$ cat src/rtl/dps_pkg.sv
package dps_pkg;
  // Strobes from the scan control into the pixel datapath.
  typedef struct packed {
    logic load;   // capture a fresh memory word into both planes
    logic shift;  // advance both planes by one pixel
    logic show;   // current MSBs belong to active video
  } ctrlStrobe_t;
endpackage

$ cat src/rtl/dps_scan_ctrl.sv
module dps_scan_ctrl
  import dps_pkg::*;
#(
  parameter int ADDR_W     = 10,
  parameter int PIX        = 8,
  parameter int LINE_WORDS = 16
) (
  input  logic              clk,
  input  logic              rst_n,
  input  logic              dispEn,
  input  logic              hsyncIn,
  input  logic              vsyncIn,
  output logic [ADDR_W-1:0] memAddr,
  output ctrlStrobe_t       strobe
);
  localparam int PH_W = (PIX > 1) ? $clog2(PIX) : 1;
  localparam logic [PH_W-1:0] PH_LAST = PH_W'(PIX - 1);
  localparam logic [ADDR_W-1:0] STRIDE = ADDR_W'(LINE_WORDS);

  logic [PH_W-1:0]   phase;
  logic [ADDR_W-1:0] addrReg;
  logic [ADDR_W-1:0] rowBase;
  logic              hsyncPrev;
  logic              enD1;
  logic              loadD1;
  logic              enD2;

  always_ff @(posedge clk or negedge rst_n) begin
    if (!rst_n) begin
      phase     <= '0;
      addrReg   <= '0;
      rowBase   <= '0;
      hsyncPrev <= 1'b0;
      enD1      <= 1'b0;
      loadD1    <= 1'b0;
      enD2      <= 1'b0;
    end else begin
      hsyncPrev <= hsyncIn;
      if (vsyncIn)                     rowBase <= '0;
      else if (hsyncIn && !hsyncPrev)  rowBase <= rowBase + STRIDE;

      if (dispEn) begin
        if (phase == PH_LAST) begin
          phase   <= '0;
          addrReg <= addrReg + ADDR_W'(1);
        end else begin
          phase   <= phase + PH_W'(1);
        end
      end else begin
        phase   <= '0;
        addrReg <= rowBase;
      end

      enD1   <= dispEn;
      loadD1 <= dispEn && (phase == '0);
      enD2   <= enD1;
    end
  end

  assign memAddr      = addrReg;
  assign strobe.load  = enD1 && loadD1;
  assign strobe.shift = enD1 && !loadD1;
  assign strobe.show  = enD2;

  // address holds inside a group and steps once at its end
  p_addr_hold_r2: assert property (@(posedge clk) disable iff (!rst_n)
    dispEn && (phase != PH_LAST) |=> $stable(memAddr));
  p_addr_step_r2: assert property (@(posedge clk) disable iff (!rst_n)
    dispEn && (phase == PH_LAST) |=> memAddr == $past(memAddr) + ADDR_W'(1));
  // vertical sync returns the line base to the top
  p_base_clear_r3: assert property (@(posedge clk) disable iff (!rst_n)
    vsyncIn |=> rowBase == '0);
endmodule

$ cat src/rtl/dps_pixel_path.sv
module dps_pixel_path
  import dps_pkg::*;
#(
  parameter int PIX        = 8,
  parameter int SYNC_DELAY = 2
) (
  input  logic             clk,
  input  logic             rst_n,
  input  ctrlStrobe_t      strobe,
  input  logic [2*PIX-1:0] memData,
  input  logic             hsyncIn,
  input  logic             vsyncIn,
  output logic             pixFull,
  output logic             pixHalf,
  output logic             hsyncOut,
  output logic             vsyncOut
);
  logic [PIX-1:0]        fullSr;
  logic [PIX-1:0]        halfSr;
  logic [SYNC_DELAY-1:0] hsPipe;
  logic [SYNC_DELAY-1:0] vsPipe;

  always_ff @(posedge clk or negedge rst_n) begin
    if (!rst_n) begin
      fullSr <= '0;
      halfSr <= '0;
    end else if (strobe.load) begin
      fullSr <= memData[2*PIX-1:PIX];
      halfSr <= memData[PIX-1:0];
    end else if (strobe.shift) begin
      fullSr <= fullSr << 1;
      halfSr <= halfSr << 1;
    end
  end

  for (genvar s = 0; s < SYNC_DELAY; s++) begin : g_sync
    always_ff @(posedge clk or negedge rst_n) begin
      if (!rst_n) begin
        hsPipe[s] <= 1'b0;
        vsPipe[s] <= 1'b0;
      end else if (s == 0) begin
        hsPipe[s] <= hsyncIn;
        vsPipe[s] <= vsyncIn;
      end else begin
        hsPipe[s] <= hsPipe[(s == 0) ? 0 : s-1];
        vsPipe[s] <= vsPipe[(s == 0) ? 0 : s-1];
      end
    end
  end

  assign hsyncOut = hsPipe[SYNC_DELAY-1];
  assign vsyncOut = vsPipe[SYNC_DELAY-1];
  assign pixFull  = strobe.show && fullSr[PIX-1];
  assign pixHalf  = strobe.show && halfSr[PIX-1] && !fullSr[PIX-1];

  // the half plane never lights a pixel the full plane already owns
  p_full_wins_r5: assert property (@(posedge clk) disable iff (!rst_n)
    pixFull |-> !pixHalf);
  // no pixel leaves outside active video
  p_dark_idle_r6: assert property (@(posedge clk) disable iff (!rst_n)
    !strobe.show |-> !pixFull && !pixHalf);
endmodule

$ cat src/rtl/dual_plane_serializer.sv
module dual_plane_serializer
  import dps_pkg::*;
#(
  parameter int ADDR_W     = 10,
  parameter int PIX        = 8,
  parameter int LINE_WORDS = 16
) (
  input  logic              clk,
  input  logic              rst_n,
  input  logic              dispEn,
  input  logic              hsyncIn,
  input  logic              vsyncIn,
  input  logic [2*PIX-1:0]  memData,
  output logic [ADDR_W-1:0] memAddr,
  output logic              pixFull,
  output logic              pixHalf,
  output logic              hsyncOut,
  output logic              vsyncOut
);
  // one cycle memory read plus one cycle shift-register load
  localparam int PIPE_DEPTH = 2;

  ctrlStrobe_t strobe;

  dps_scan_ctrl #(.ADDR_W(ADDR_W), .PIX(PIX), .LINE_WORDS(LINE_WORDS)) ctrl_i (
    .clk(clk), .rst_n(rst_n), .dispEn(dispEn), .hsyncIn(hsyncIn),
    .vsyncIn(vsyncIn), .memAddr(memAddr), .strobe(strobe)
  );

  dps_pixel_path #(.PIX(PIX), .SYNC_DELAY(PIPE_DEPTH)) path_i (
    .clk(clk), .rst_n(rst_n), .strobe(strobe), .memData(memData),
    .hsyncIn(hsyncIn), .vsyncIn(vsyncIn), .pixFull(pixFull),
    .pixHalf(pixHalf), .hsyncOut(hsyncOut), .vsyncOut(vsyncOut)
  );
endmodule

$ cat config.mk
export PLATFORM = sky130hd
export DESIGN_NAME = dual_plane_serializer
export DESIGN_NICKNAME = d
export VERILOG_FILES = /design/src/rtl/dps_pkg.sv /design/src/rtl/dps_scan_ctrl.sv /design/src/rtl/dps_pixel_path.sv /design/src/rtl/dual_plane_serializer.sv
export SDC_FILE = /design/constraint.sdc
export NUM_CORES = 1
export LEC_CHECK = 0
export BUFFER_PORTS_ARGS = -buffer_cell sky130_fd_sc_hd__buf_2
export CORE_MARGIN = 2
export CORE_UTILIZATION = 54
export CTS_CLUSTER_SIZE = 30
export DETAILED_ROUTE_END_ITERATION = 10
export GPL_ROUTABILITY_DRIVEN = 0
export MAX_ROUTING_LAYER = met4
export PLACE_DENSITY = 0.8
export SLEW_MARGIN = 30
export SYNTH_ARGS = -nofsm -noshare
export SYNTH_HDL_FRONTEND = slang
export SYNTH_SLANG_ARGS = --single-unit
$ cat constraint.sdc
create_clock -name clk -period 2.2 [get_ports clk]
set_clock_uncertainty 0.2 [all_clocks]
set_input_delay 0.44 -clock clk [delete_from_list [all_inputs] [get_ports clk]]
set_output_delay 0.44 -clock clk [all_outputs]
set_load 0.01 [all_outputs]
# --- Word level (Yosys, flattened, before mapping) ---
# Index checks and enable logic that the tools add are counted.
op_classes:
  addsub: 3
  n_eq_ne: 2
  muxes: 10
  reduce_logical: 13
ops:
  columns: ["op", "n"]
  rows:
  - ["two-way mux 10 bit", 4]
  - ["two-way mux 8 bit", 4]
  - ["adder 10 x 1 -> 10 bit, second input constant", 1]
  - ["adder 10 x 5 -> 10 bit, second input constant", 1]
  - ["logical AND 1 bit", 7]
  - ["two-way mux 3 bit", 2]
  - ["nonzero test 2 bit", 2]
  - ["adder 3 x 1 -> 3 bit, second input constant", 1]
  - ["== test 3 bit, second input constant", 1]
  - ["zero test 1 bit", 3]
  - ["zero test 3 bit", 1]
  - ["!= test 2 x 1 -> 1 bit, second input constant", 1]
totals:
  ff_bits: 46
  in_bits: 21
  out_inout_bits: 14
  word_cells: 40

# --- Depth between registers and ports, before layout ---
depth:
  depth_word: 4
  depth_mapped: 6

# --- Hierarchy ---
# Synthesis repeated with hierarchy kept, for this count alone.
hier_totals:
  cells_unflattened: 177
  area_unflattened_um2: 1930.6
modules_own_cells:
  columns: ["module", "area_per_inst_um2", "cells_per_inst", "seq_area_each_um2", "instances"]
  rows:
  - ["dps_scan_ctrl", 1078.5, 101, 575.6, 1]
  - ["dps_pixel_path", 852.1, 76, 500.5, 1]

# --- Worst setup path before layout ---
# Ideal clock, no wire load.
synth_timing:
  path_kind: "register to register"
  startpoint: "register ctrl_i.phase[0]"
  endpoint: "register ctrl_i.addrReg[9] (netlist: ctrl_i.memAddr[9])"
  arrival_time_ps: 1465
  path_buffers: 1
  setup_time_ps: 69
  stages_incl_launch_ff: 7
  slack_ps: 466
  required_time_ps: 1931
  path_cell_list: "dfrtp_1 > ha_1 > ha_1 > buf_4 > nand4_2 > or4_1 > nand3_1"
synth_between:
  elab_chain_cells: 2
synth_rtl:
  columns: ["item", "line", "rtl"]
  rows:
  - ["start, declared", "dps_scan_ctrl.sv:20", "logic [PH_W-1:0] phase;"]
  - ["start signal, assigned", "dps_scan_ctrl.sv:47", "phase <= phase + PH_W'(1);"]
  - ["== test 3 bit", "dps_scan_ctrl.sv:43", "if (phase == PH_LAST) begin"]
  - ["!= test 2 x 1 -> 1 bit (no source line)", null, null]
  - ["end signal, assigned", "dps_scan_ctrl.sv:45", "addrReg <= addrReg + ADDR_W'(1);"]
  - ["end signal, assigned", "dps_scan_ctrl.sv:51", "addrReg <= rowBase;"]
  - ["end, declared", "dps_scan_ctrl.sv:21", "logic [ADDR_W-1:0] addrReg;"]
# No other way between the ends.
# A chain may end at the register's enable or synchronous reset.

# --- Final worst setup path ---
# Ends and elaborated chain as after synthesis.

==> impl_metrics.env <==
export IMPL_dieHeight_um=63.2
export IMPL_yosysUniqueCellTypes=29
export IMPL_cts_setup_buffers=0
export IMPL_yosysTopAreaCell="dfrtp_1"
export IMPL_postCtsHoldBufs=1
export IMPL_grt_antenna_before_repair=0
export IMPL_num_vias=1381
export IMPL_die_area_um2=4000
export IMPL_synthFlopType="dfrtp_1"
export IMPL_netlist_area_leader_share_pct=55.5
export IMPL_power_density_nw_per_um2=775
export IMPL_cts_buffer_depth=2
export IMPL_min_period_ns=1.95
export IMPL_clockPowerShare_pct=35.7
export IMPL_r2r_slack_ns=0.25
export IMPL_synthArstFlopShare_pct=100
export IMPL_yosys_warnings=0
export IMPL_finalSetupTns_ns=0
export IMPL_drc=0
export IMPL_end_kind="flop"
export IMPL_grt_first_pass_wirelength_mm=5.73
export IMPL_synth_area_leaders="dfrtp_1 (56%), mux2i_1 (8.5%), a21oi_1 (4.8%)"
export IMPL_switching_power_uw=422
export IMPL_io_buffers=34
export IMPL_syn_area_um2=1890
export IMPL_post_cts_resized=0
export IMPL_dp_hpwl_mm=2.48
export IMPL_worst_pin_slew_ns=0.594
export IMPL_hp_class="primary input to flop"
export IMPL_synth_edf_count=0
export IMPL_critical_path_class="flop to flop"
export IMPL_maxCapViolations=0
export IMPL_p_sw_share_pct=24.5
export IMPL_die_w_um=63.2
export IMPL_grt_pass1_vias=1318
export IMPL_finalCritPeriodShare_pct=88.4
export IMPL_avgSynthCellArea_um2=10.8
export IMPL_nets=239
export IMPL_clkTransAtPathRegs_ns=0.12
export IMPL_rows=21
export IMPL_first_iter_violations=55
export IMPL_grt_max_degree=43
export IMPL_ant_nets=0
export IMPL_fmax_mhz=514
export IMPL_initial_utilization_pct=56.3
export IMPL_yosysMostFrequentCell="dfrtp_1"
export IMPL_layout_setup_ws_ns=0.255
export IMPL_met1_usage_pct=23.4
export IMPL_worstPathRequired_ns=2.30
export IMPL_setup_violations=0
export IMPL_min_path_cells=1
export IMPL_drv_slew=0
export IMPL_peakVddDrop_uv=404
export IMPL_wl_per_cell_um=13.2
export IMPL_worst_slew_margin_rel_pct=60.4
export IMPL_busiest_layer="met2"
export IMPL_leakage_uw=0.00105
export IMPL_cts_sinks=42
export IMPL_pwr_share_seq_pct=52.1
export IMPL_synth_top_cells_by_count="dfrtp_1 (42), nor2_1 (24), a21oi_1 (18)"
export IMPL_vias_per_cell=5.31
export IMPL_rr_worst_depth=5
export IMPL_wl_mm=3.42
export IMPL_cts_htree_levels=2
export IMPL_rsz0062_at_grt="no"
export IMPL_p_int_uw=1300
export IMPL_status="finished, final reports clean"
export IMPL_cp_max_fo=8
export IMPL_place_ws_ns=0.238
export IMPL_arrival_ns=2.05
export IMPL_cts_inserted_buffers=5
export IMPL_clockRootBuffer="clkbuf_4"
export IMPL_clock_latency_ns=0.36
export IMPL_holdWs_ns=0.0405
export IMPL_ys_ff_latch=42
export IMPL_grt_use_met2_pct=29.8
export IMPL_syn_to_final_growth_pct=17.3
export IMPL_antenna_cells=0
export IMPL_start_kind="flop"
export IMPL_core_um2=3360
export IMPL_ys_seq_area_share_pct=55.5
export IMPL_grtUsageMet3_pct=5.54
export IMPL_netlist_instances=176
export IMPL_hold_viol_final=0
export IMPL_synthesis_nets=202
export IMPL_grt_ovfl_total=0
export IMPL_drtPass1Iterations=4
export IMPL_drive_gt1_share_pct=22.4
export IMPL_io_pin_count=35
export IMPL_power_frac_comb_pct=12.2
export IMPL_cts_tree="built"
export IMPL_grtUsageTotal_pct=19.0
logic make-up after synthesis:
logic type	synth area share, %
XOR/XNOR	2.78
flip-flops	55.5
multiplexers	8.46
adder cells (fa/ha/maj)	3.30
buffers and inverters	3.11
AND/OR/NAND/NOR	17.4
AO/OA/AOI/OAI	9.45
power by group through the flow:
stage	Clock [uW]	Sequential, uW	Combinational (uW)
2_1_floorplan	0	903	133
3_3_place_gp	0	907	203
3_5_place_dp	0	912	213
4_1_cts	629	897	215
5_1_grt	661	908	237
6_report	614	897	210
placed cells by master (no fill, tap or decap), drive strengths merged, types with 2 or more instances in the layout:
cell	synthesis	routed
a21oi	18	18
a31oi	4	4
and2	6	6
buf	4	37
bufinv	0	2
clkbuf	4	5
dfrtp	42	42
ha	5	5
inv	5	5
mux2i	16	16
nand2	6	6
nand3	6	6
nand3b	2	2
nand4	4	4
nor2	24	24
o21ai	8	8
or3	6	6
or4	2	2
xnor2	2	2
xor2	4	4
state kept, by name, summed over array words and instances (netlist names), 3 cells and up:
register / cells
path_i.fullSr: 8
ctrl_i.memAddr: 10
ctrl_i.rowBase: 6
path_i.halfSr: 8
ctrl_i.phase: 3
worst max-delay path, cell delays in order (launching register included):
cell,delay [ns]
dfrtp_1,0.39
ha_1,0.15
ha_1,0.34
nand4_2,0.22
or4_1,0.52
nand3_1,0.08
per-layer routing:
metal  share of wire [%]  vias up
li1                    -      680
met1                  45      654
met2                  47       36
met3                 6.0       11
met4                 1.9        0
met5                   0        -
final timing paths:
check                            startpoint           endpoint
max in group asynchronous             rst_n  ctrl_i.memAddr[8]
min in group asynchronous             rst_n  ctrl_i.rowBase[8]
hold / removal                      hsyncIn   path_i.hsPipe[0]
hold reg to reg            path_i.vsPipe[0]    path_i.vsyncOut
setup / recovery            ctrl_i.phase[0]  ctrl_i.memAddr[9]
setup reg to reg            ctrl_i.phase[0]  ctrl_i.memAddr[9]
cell type report:
| class | instances | area, um2 |
|---|---|---|
| multi-input cells | 121 | 783 |
| clock inverters | 3 | 68.8 |
| inverters | 5 | 18.8 |
| fillers | 306 | 1140 |
| flip-flops and latches | 42 | 1050 |
| clock buffers | 5 | 37.5 |
| repair buffers | 38 | 203 |
| well taps | 46 | 57.6 |
metrics by stage:
stage	std cells	util, %	instance area (um2)	total power (uW)
2_1_floorplan	176	-	1890	1040
3_3_place_gp	251	62.5	2100	1110
3_5_place_dp	251	62.5	2100	1130
4_1_cts	260	66.0	2220	1740
5_1_grt	260	66.0	2220	1810
6_report	260	66.0	2220	1720
Note: power is estimated with default switching activity, not from simulation.
